==> src/rtl/bdm_pkg.sv <==
package bdm_pkg;

  typedef enum logic [1:0] {
    REG_NONE = 2'b00,
    REG_ROM  = 2'b01,
    REG_CARD = 2'b10
  } region_e;

  localparam int unsigned OFFSET_W = 13;
  localparam int unsigned BANK_W   = 8;

  // Base bank for a 16-bank group, chosen by ROM size in 8 KB banks.
  function automatic int unsigned group_base(int unsigned banks, int unsigned g);
    int unsigned b;
    case (banks)
      48:      b = (g < 4) ? (g % 2) * 16 : 32;
      64:      b = (g < 4) ? g * 16 : 32 + (g % 2) * 16;
      96:      b = (g < 6) ? g * 16 : 64 + (g % 2) * 16;
      default: b = g * 16;
    endcase
    return b;
  endfunction

endpackage

==> src/rtl/bdm_rom_mirror.sv <==
module bdm_rom_mirror #(
  parameter int unsigned ROM_BANKS = 48,
  parameter int unsigned ROM_BW    = 6
) (
  input  logic [6:0]        bank,
  output logic [ROM_BW-1:0] rom_bank
);
  logic [ROM_BW-1:0] grp_bank [8];

  for (genvar g = 0; g < 8; g++) begin : gen_grp
    localparam int unsigned BASE = bdm_pkg::group_base(ROM_BANKS, g);
    logic [7:0] sum;
    assign sum         = 8'(BASE) + {4'd0, bank[3:0]};
    assign grp_bank[g] = ROM_BW'(32'(sum) % ROM_BANKS);
  end

  assign rom_bank = grp_bank[bank[6:4]];
endmodule

==> src/rtl/bdm_card_window.sv <==
module bdm_card_window #(
  parameter int unsigned CARD_BANKS = 0,
  parameter int unsigned CARD_BW    = 1
) (
  input  logic [7:0]         bank,
  output logic               hit,
  output logic [CARD_BW-1:0] card_bank
);
  localparam bit         HAS   = (CARD_BANKS == 24) || (CARD_BANKS == 4);
  localparam logic [7:0] FIRST = (CARD_BANKS == 24) ? 8'h68 : 8'h40;
  localparam logic [7:0] LAST  = (CARD_BANKS == 24) ? 8'h7F : 8'h5F;

  if (HAS) begin : gen_win
    logic [7:0] rel;
    assign rel       = bank - FIRST;
    assign hit       = (bank >= FIRST) && (bank <= LAST);
    assign card_bank = CARD_BW'(32'(rel) % CARD_BANKS);
  end else begin : gen_none
    logic unused_bank;
    assign unused_bank = ^bank;
    assign hit         = 1'b0;
    assign card_bank   = '0;
  end
endmodule

==> src/rtl/bank_mirror_decoder.sv <==
module bank_mirror_decoder #(
  parameter int unsigned ROM_BANKS  = 48,
  parameter int unsigned CARD_BANKS = 0,
  localparam int unsigned ROM_BW  = (ROM_BANKS > 1) ? $clog2(ROM_BANKS) : 1,
  localparam int unsigned CARD_BW = (CARD_BANKS > 1) ? $clog2(CARD_BANKS) : 1,
  localparam int unsigned ROM_AW  = ROM_BW + bdm_pkg::OFFSET_W,
  localparam int unsigned CARD_AW = CARD_BW + bdm_pkg::OFFSET_W
) (
  input  logic               clk,
  input  logic               rst_n,
  input  logic               in_valid,
  output logic               in_ready,
  input  logic [7:0]         in_bank,
  input  logic [12:0]        in_offset,
  input  logic               in_write,
  output logic               out_valid,
  input  logic               out_ready,
  output logic [1:0]         out_region,
  output logic [ROM_AW-1:0]  out_rom_addr,
  output logic [CARD_AW-1:0] out_card_addr,
  output logic               out_wen
);
  import bdm_pkg::*;

  logic [ROM_BW-1:0]  rom_bank;
  logic [CARD_BW-1:0] card_bank;
  logic               card_hit;

  bdm_rom_mirror #(.ROM_BANKS(ROM_BANKS), .ROM_BW(ROM_BW)) u_rom (
    .bank     (in_bank[6:0]),
    .rom_bank (rom_bank)
  );

  bdm_card_window #(.CARD_BANKS(CARD_BANKS), .CARD_BW(CARD_BW)) u_card (
    .bank      (in_bank),
    .hit       (card_hit),
    .card_bank (card_bank)
  );

  region_e            nxt_region;
  logic [ROM_AW-1:0]  nxt_rom;
  logic [CARD_AW-1:0] nxt_card;
  logic               nxt_wen;

  always_comb begin
    nxt_region = REG_NONE;
    nxt_rom    = '0;
    nxt_card   = '0;
    nxt_wen    = 1'b0;
    if (!in_bank[7]) begin
      if (card_hit) begin
        nxt_region = REG_CARD;
        nxt_card   = {card_bank, in_offset};
        nxt_wen    = in_write;
      end else begin
        nxt_region = REG_ROM;
        nxt_rom    = {rom_bank, in_offset};
      end
    end
  end

  assign in_ready = !out_valid || out_ready;

  always_ff @(posedge clk) begin
    if (!rst_n) begin
      out_valid     <= 1'b0;
      out_region    <= REG_NONE;
      out_rom_addr  <= '0;
      out_card_addr <= '0;
      out_wen       <= 1'b0;
    end else if (in_ready) begin
      out_valid <= in_valid;
      if (in_valid) begin
        out_region    <= nxt_region;
        out_rom_addr  <= nxt_rom;
        out_card_addr <= nxt_card;
        out_wen       <= nxt_wen;
      end
    end
  end
endmodule

==> config.mk <==
export PLATFORM = sky130hd
export DESIGN_NAME = bank_mirror_decoder
export DESIGN_NICKNAME = d
export VERILOG_FILES = /design/src/rtl/bdm_pkg.sv /design/src/rtl/bdm_rom_mirror.sv /design/src/rtl/bdm_card_window.sv /design/src/rtl/bank_mirror_decoder.sv
export SDC_FILE = /design/constraint.sdc
export NUM_CORES = 1
export LEC_CHECK = 0
export BUFFER_PORTS_ARGS = -buffer_cell sky130_fd_sc_hd__buf_4
export CAP_MARGIN = 5
export CELL_PAD_IN_SITES_DETAIL_PLACEMENT = 1
export CELL_PAD_IN_SITES_GLOBAL_PLACEMENT = 2
export CORE_MARGIN = 5
export CORE_UTILIZATION = 32
export CTS_BUF_LIST = sky130_fd_sc_hd__clkbuf_2 sky130_fd_sc_hd__clkbuf_4 sky130_fd_sc_hd__clkbuf_8
export DETAILED_ROUTE_END_ITERATION = 8
export PLACE_DENSITY_LB_ADDON = 0.08
export SYNTH_ARGS = -nofsm -noshare
export SYNTH_HDL_FRONTEND = slang
export SYNTH_HIERARCHICAL = 1
export SYNTH_SLANG_ARGS = --single-unit
==> constraint.sdc <==
create_clock -name clk -period 1.85 [get_ports clk]
set_input_delay 0.185 -clock clk [delete_from_list [all_inputs] [get_ports clk]]
set_output_delay 0.185 -clock clk [all_outputs]
set_load 0.02 [all_outputs]
# Word-level counts from Yosys, hierarchy flattened
# Cells that the tools add are included.
dict set report classes {
  magnitude_cmp 1
  reduce_logical 3
  shifts 0
  bitwise 1
  add_sub_neg 2
  eq_ne 0
  muxes 5
  n_mul 0
  div_mod_pow 3
}
# op count
set op_table {}
lappend op_table {{$mod 8x6->32 const B} 2}
lappend op_table {{$mod 4x6->32 const B} 1}
lappend op_table {{$mux 19} 1}
lappend op_table {{$bmux 6 s3} 1}
lappend op_table {{$mux 6} 2}
lappend op_table {{$add 6x4->7 const A} 1}
lappend op_table {{$add 5x4->6 const A} 1}
lappend op_table {{$ge 4x4->1 const B} 1}
lappend op_table {{$not 3->4} 1}
lappend op_table {{$reduce_and 2->1} 1}
lappend op_table {{$logic_not 1->1} 1}
lappend op_table {{$logic_or 1x1->1} 1}
lappend op_table {{$mux 1} 1}
dict set report totals {
  output_inout_bits 38
  memories 0
  wordCells 18
  inputBits 26
  latch_bits 0
  rom_bits 0
  reg_bits 22
  ramBits 0
}

# Depth between registers and ports, before layout
dict set report logic_depth {
  word_depth 6
  depth_mapped 6
  ltp_nobuf 3
}

# By module
# The synthesis kept the hierarchy.
# module cells_each instances area_each_um2
set modules_own_cells {}
lappend modules_own_cells {bank_mirror_decoder 166 1 1610.3}
lappend modules_own_cells {bdm_rom_mirror 6 1 51.3}
lappend modules_own_cells {bdm_card_window 3 1 18.8}

# Worst setup path before layout
# No wires, ideal clock.
dict set report synth_path {
  kind {register -> register}
  start {register out_valid}
  end {register out_card_addr[0] (netlist name)}
  path_stages_with_launch 5
  setup_ns 0.072
  required_ns 1.778
  path_slack_ns 0.722
  synth_period_minus_slack_ns 1.128
  path_buffers 1
  arrival_ns 1.056
  cell_sequence {dfxtp_1 > nand2b_4 > nand2_8 > buf_12 > mux2i_1}
}
# element line_no
set synth_lines {}
lappend synth_lines {{from (decl)} bank_mirror_decoder.sv:16} ;# output logic out_valid,
lappend synth_lines {{from (signal assigned)} bank_mirror_decoder.sv:72} ;# out_valid <= in_valid;

# Final worst setup path
dict set report layout_path {
  start {register out_valid}
  end {register out_rom_addr[3]}
}
dict set report layout_between {
  elab_chain_cells 3
}
# element line_no
set layout_lines {}
lappend layout_lines {{$logic_not 1->1} bank_mirror_decoder.sv:62} ;# assign in_ready = !out_valid || out_ready;
lappend layout_lines {{$logic_or 1x1->1} bank_mirror_decoder.sv:62}
lappend layout_lines {{$reduce_and 2->1 (no line)} n/a}
lappend layout_lines {{to (signal assigned)} bank_mirror_decoder.sv:75} ;# out_rom_addr <= nxt_rom;
lappend layout_lines {{to (decl)} bank_mirror_decoder.sv:19} ;# output logic [ROM_AW-1:0] out_rom_addr,
# Every way passes these cells.
# A chain may end at the register's enable or synchronous reset.

==> metrics.yaml <==
core_area_um2: 5110
synth_area_um2: 1680
reg2regPathDepth: 3
grt_usage: 0.135
rsz0062_at_grt: "no"
fmax_mhz: 904
slowest_stage: "dfxtp_1"
slew_headroom: 0.543
die_w_um: 82.5
r2r_end: "out_rom_addr[3]"
critPathKind: "reg -> reg"
critPathLaunchType: "flip-flop"
synthDistinctLibCells: 16
dp.cells: 288
ctsHoldBuffers: 0
clkTransAtPathRegs_ns: 0.07
avgSynthCellArea_um2: 9.60
fin_area_um2: 2160
critPathTopFamily: "simple AND/OR/NAND/NOR gates"
fin_worst_skew_ns: 0.00292
hold_viol_final: 0
grt_pass1_wl_um: 6820
io_pins: 64
grt_pass1_vias: 1424
p_leak_nw: 1.00
yosysTopAreaCell: "dfxtp_1"
grt_overflow: 0
drt-total-wl_um: 4240
clock_latency_ns: 0.28
fin_nets: 251
hold_path.class: "in -> reg"
clock_sinks: 37
finalSetupViolations: 0
cts_buffer_depth: 2
rrSetupSlack_ns: 0.74
dr.pass1.iters: 3
antenna_found_initial: 0
postRouteAntennaNets: 0
status: "finished clean"
cts_buffers: 5
ys_seq_area_frac: 0.441
worst_pin_slew_ns: 0.685
synth_cells: 175
viasPerCell: 4.61
area_growth_pct: 28.4
layoutNonFillerInstCount: 296
drv_cap: 0
wl_per_cell_um: 14.3
cts_tree: "yes"
dp_hpwl_um: 2930
setup_tns_ns: 0
initial_core_util: 0.329
insertedDiodeCount: 0
drv_slew: 0
path_cells: "nand2b_4 > nand2_8 > mux2i_1"
dieArea_um2: 6800
hold_depth: 3
cts_setup_buffers: 0
synth.top_cell.area_share: 0.441
arrival_ns: 1.32
cp_max_fo: 36
hp-start: "in_bank[0]"
r2r_start: "out_valid"
dieHeight_um: 82.5
peakVddDrop_uv: 285
grt_max_degree: 74
drive_above_1_share: 0.336
cts_root_buffer: "clkbuf_8"
nFillCells: 616
min_to: "out_rom_addr[13]"
io_buffers: 62
drc_errors: 0
yosys_warnings: 6
gp_congestion: 0.642
drtIter0Drc: 63
hold_slack_ns: 0.162
placed_cell_area_um2: 2070
fin_crit_ns: 1.11
cts_htree_levels: 2
max_stage_delay_ns: 0.37
core.rowCount: 26
fin_crit_sh: 0.598
required_ns: 2.06
num_vias: 1364
path_buf_inv: 0
cts_resized: 0
crit_start: "out_valid"
ys_ff_latch: 37
total_power_w: 0.00164
power.density_nw_per_um2: 760
netlist_top_cells_area: "dfxtp_1 44%, mux2i_1 21%, nand3_1 10%, nand2_1 8.5%, buf_12 3.6%"
cp-end-kind: "flip-flop"
==> cell usage in the layout, fill, tap and decap left out, types with 2 or more instances in the layout <==
cell type | synthesis | routed
buf_4 | 8 | 64
clkbuf_4 | 2 | 3
clkbuf_8 | 0 | 5
conb_1 | 1 | 2
dfxtp_1 | 37 | 37
mux2i_1 | 36 | 36
nand2_1 | 38 | 38
nand3_1 | 34 | 34
nor2b_4 | 2 | 2
==> logic make-up (layout without fill, tap and decap cells) <==
| kind of cell | Yosys count | count (layout) | share of synthesized area |
|---|---|---|---|
| muxes | 36 | 36 | 0.214 |
| DFF | 37 | 37 | 0.441 |
| and+or+nand+nor | 77 | 77 | 0.225 |
| other | 1 | 2 | 0.00223 |
| buffers and inverters | 23 | 73 | 0.113 |
| AOI/OAI and AO/OA | 1 | 1 | 0.00447 |
==> worst reg2reg max path: stages, from the launching register on <==
cell and delay (ns):
dfxtp_1 0.37, nand2b_4 0.09, nand2_8 0.31, mux2i_1 0.27
==> metal layers <==
| metal | GRT usage | vias to the layer above | share of wire |
|---|---|---|---|
| li1 | - | 676 | - |
| met3 | 0.0553 | 2 | 0.080 |
| met4 | 0.0399 | 0 | 0.0047 |
| met5 | 0 | - | 0 |
| met2 | 0.232 | 41 | 0.51 |
| met1 | 0.152 | 645 | 0.40 |
==> layout make-up <==
cell class	count	area, um2	share of cell area
multi-input cells	116	753	0.349
repair buffers	64	480	0.223
inverters	1	3.75	0.00174
well taps	70	87.6	0.0406
flip-flops and latches	37	741	0.343
clock buffers	8	91.3	0.0423
==> cells in the mapped netlist <==
library cell  count
a21boi_0          1
buf_12            3
buf_2             8
buf_4             8
buf_6             1
clkbuf_4          2
conb_1            1
dfxtp_1          37
inv_1             1
mux2i_1          36
nand2_1          38
nand2_8           1
nand2b_4          1
nand3_1          34
nor2_1            1
nor2b_4           2
==> power breakdown <==
group	switching, W	total (W)	internal, W
clock network	0.000264	0.000575	0.000311
logic	0.000130	0.000235	0.000105
registers	0.0000115	0.000830	0.000818
total	0.000405	0.00164	0.00123
==> how the worst max path moves through the flow <==
stage / end / slack [ns] / cells after the start
finish: out_rom_addr[3] / 0.74 / 3
detailed placement: out_rom_addr[3] / 0.69 / 3
global route: out_region[1] / 0.66 / 3
floorplan: out_card_addr[0] / 0.72 / 4
global placement: out_rom_addr[4] / 0.77 / 3
CTS: out_rom_addr[3] / 0.73 / 3
==> registers in the layout, summed over array words and instances, names as in the netlist <==
signal	count
out_card_addr	14
out_region	2
out_rom_addr	19
out_valid	1
out_wen	1
==> stage by stage <==
step,utilization,setup slack [ns]
floorplan,-,0.722
detailed placement,0.404,0.686
global placement,0.404,0.773
CTS,0.422,0.728
finish,0.422,0.744
global route,0.422,0.663
Power figures use the tool's default switching activity.
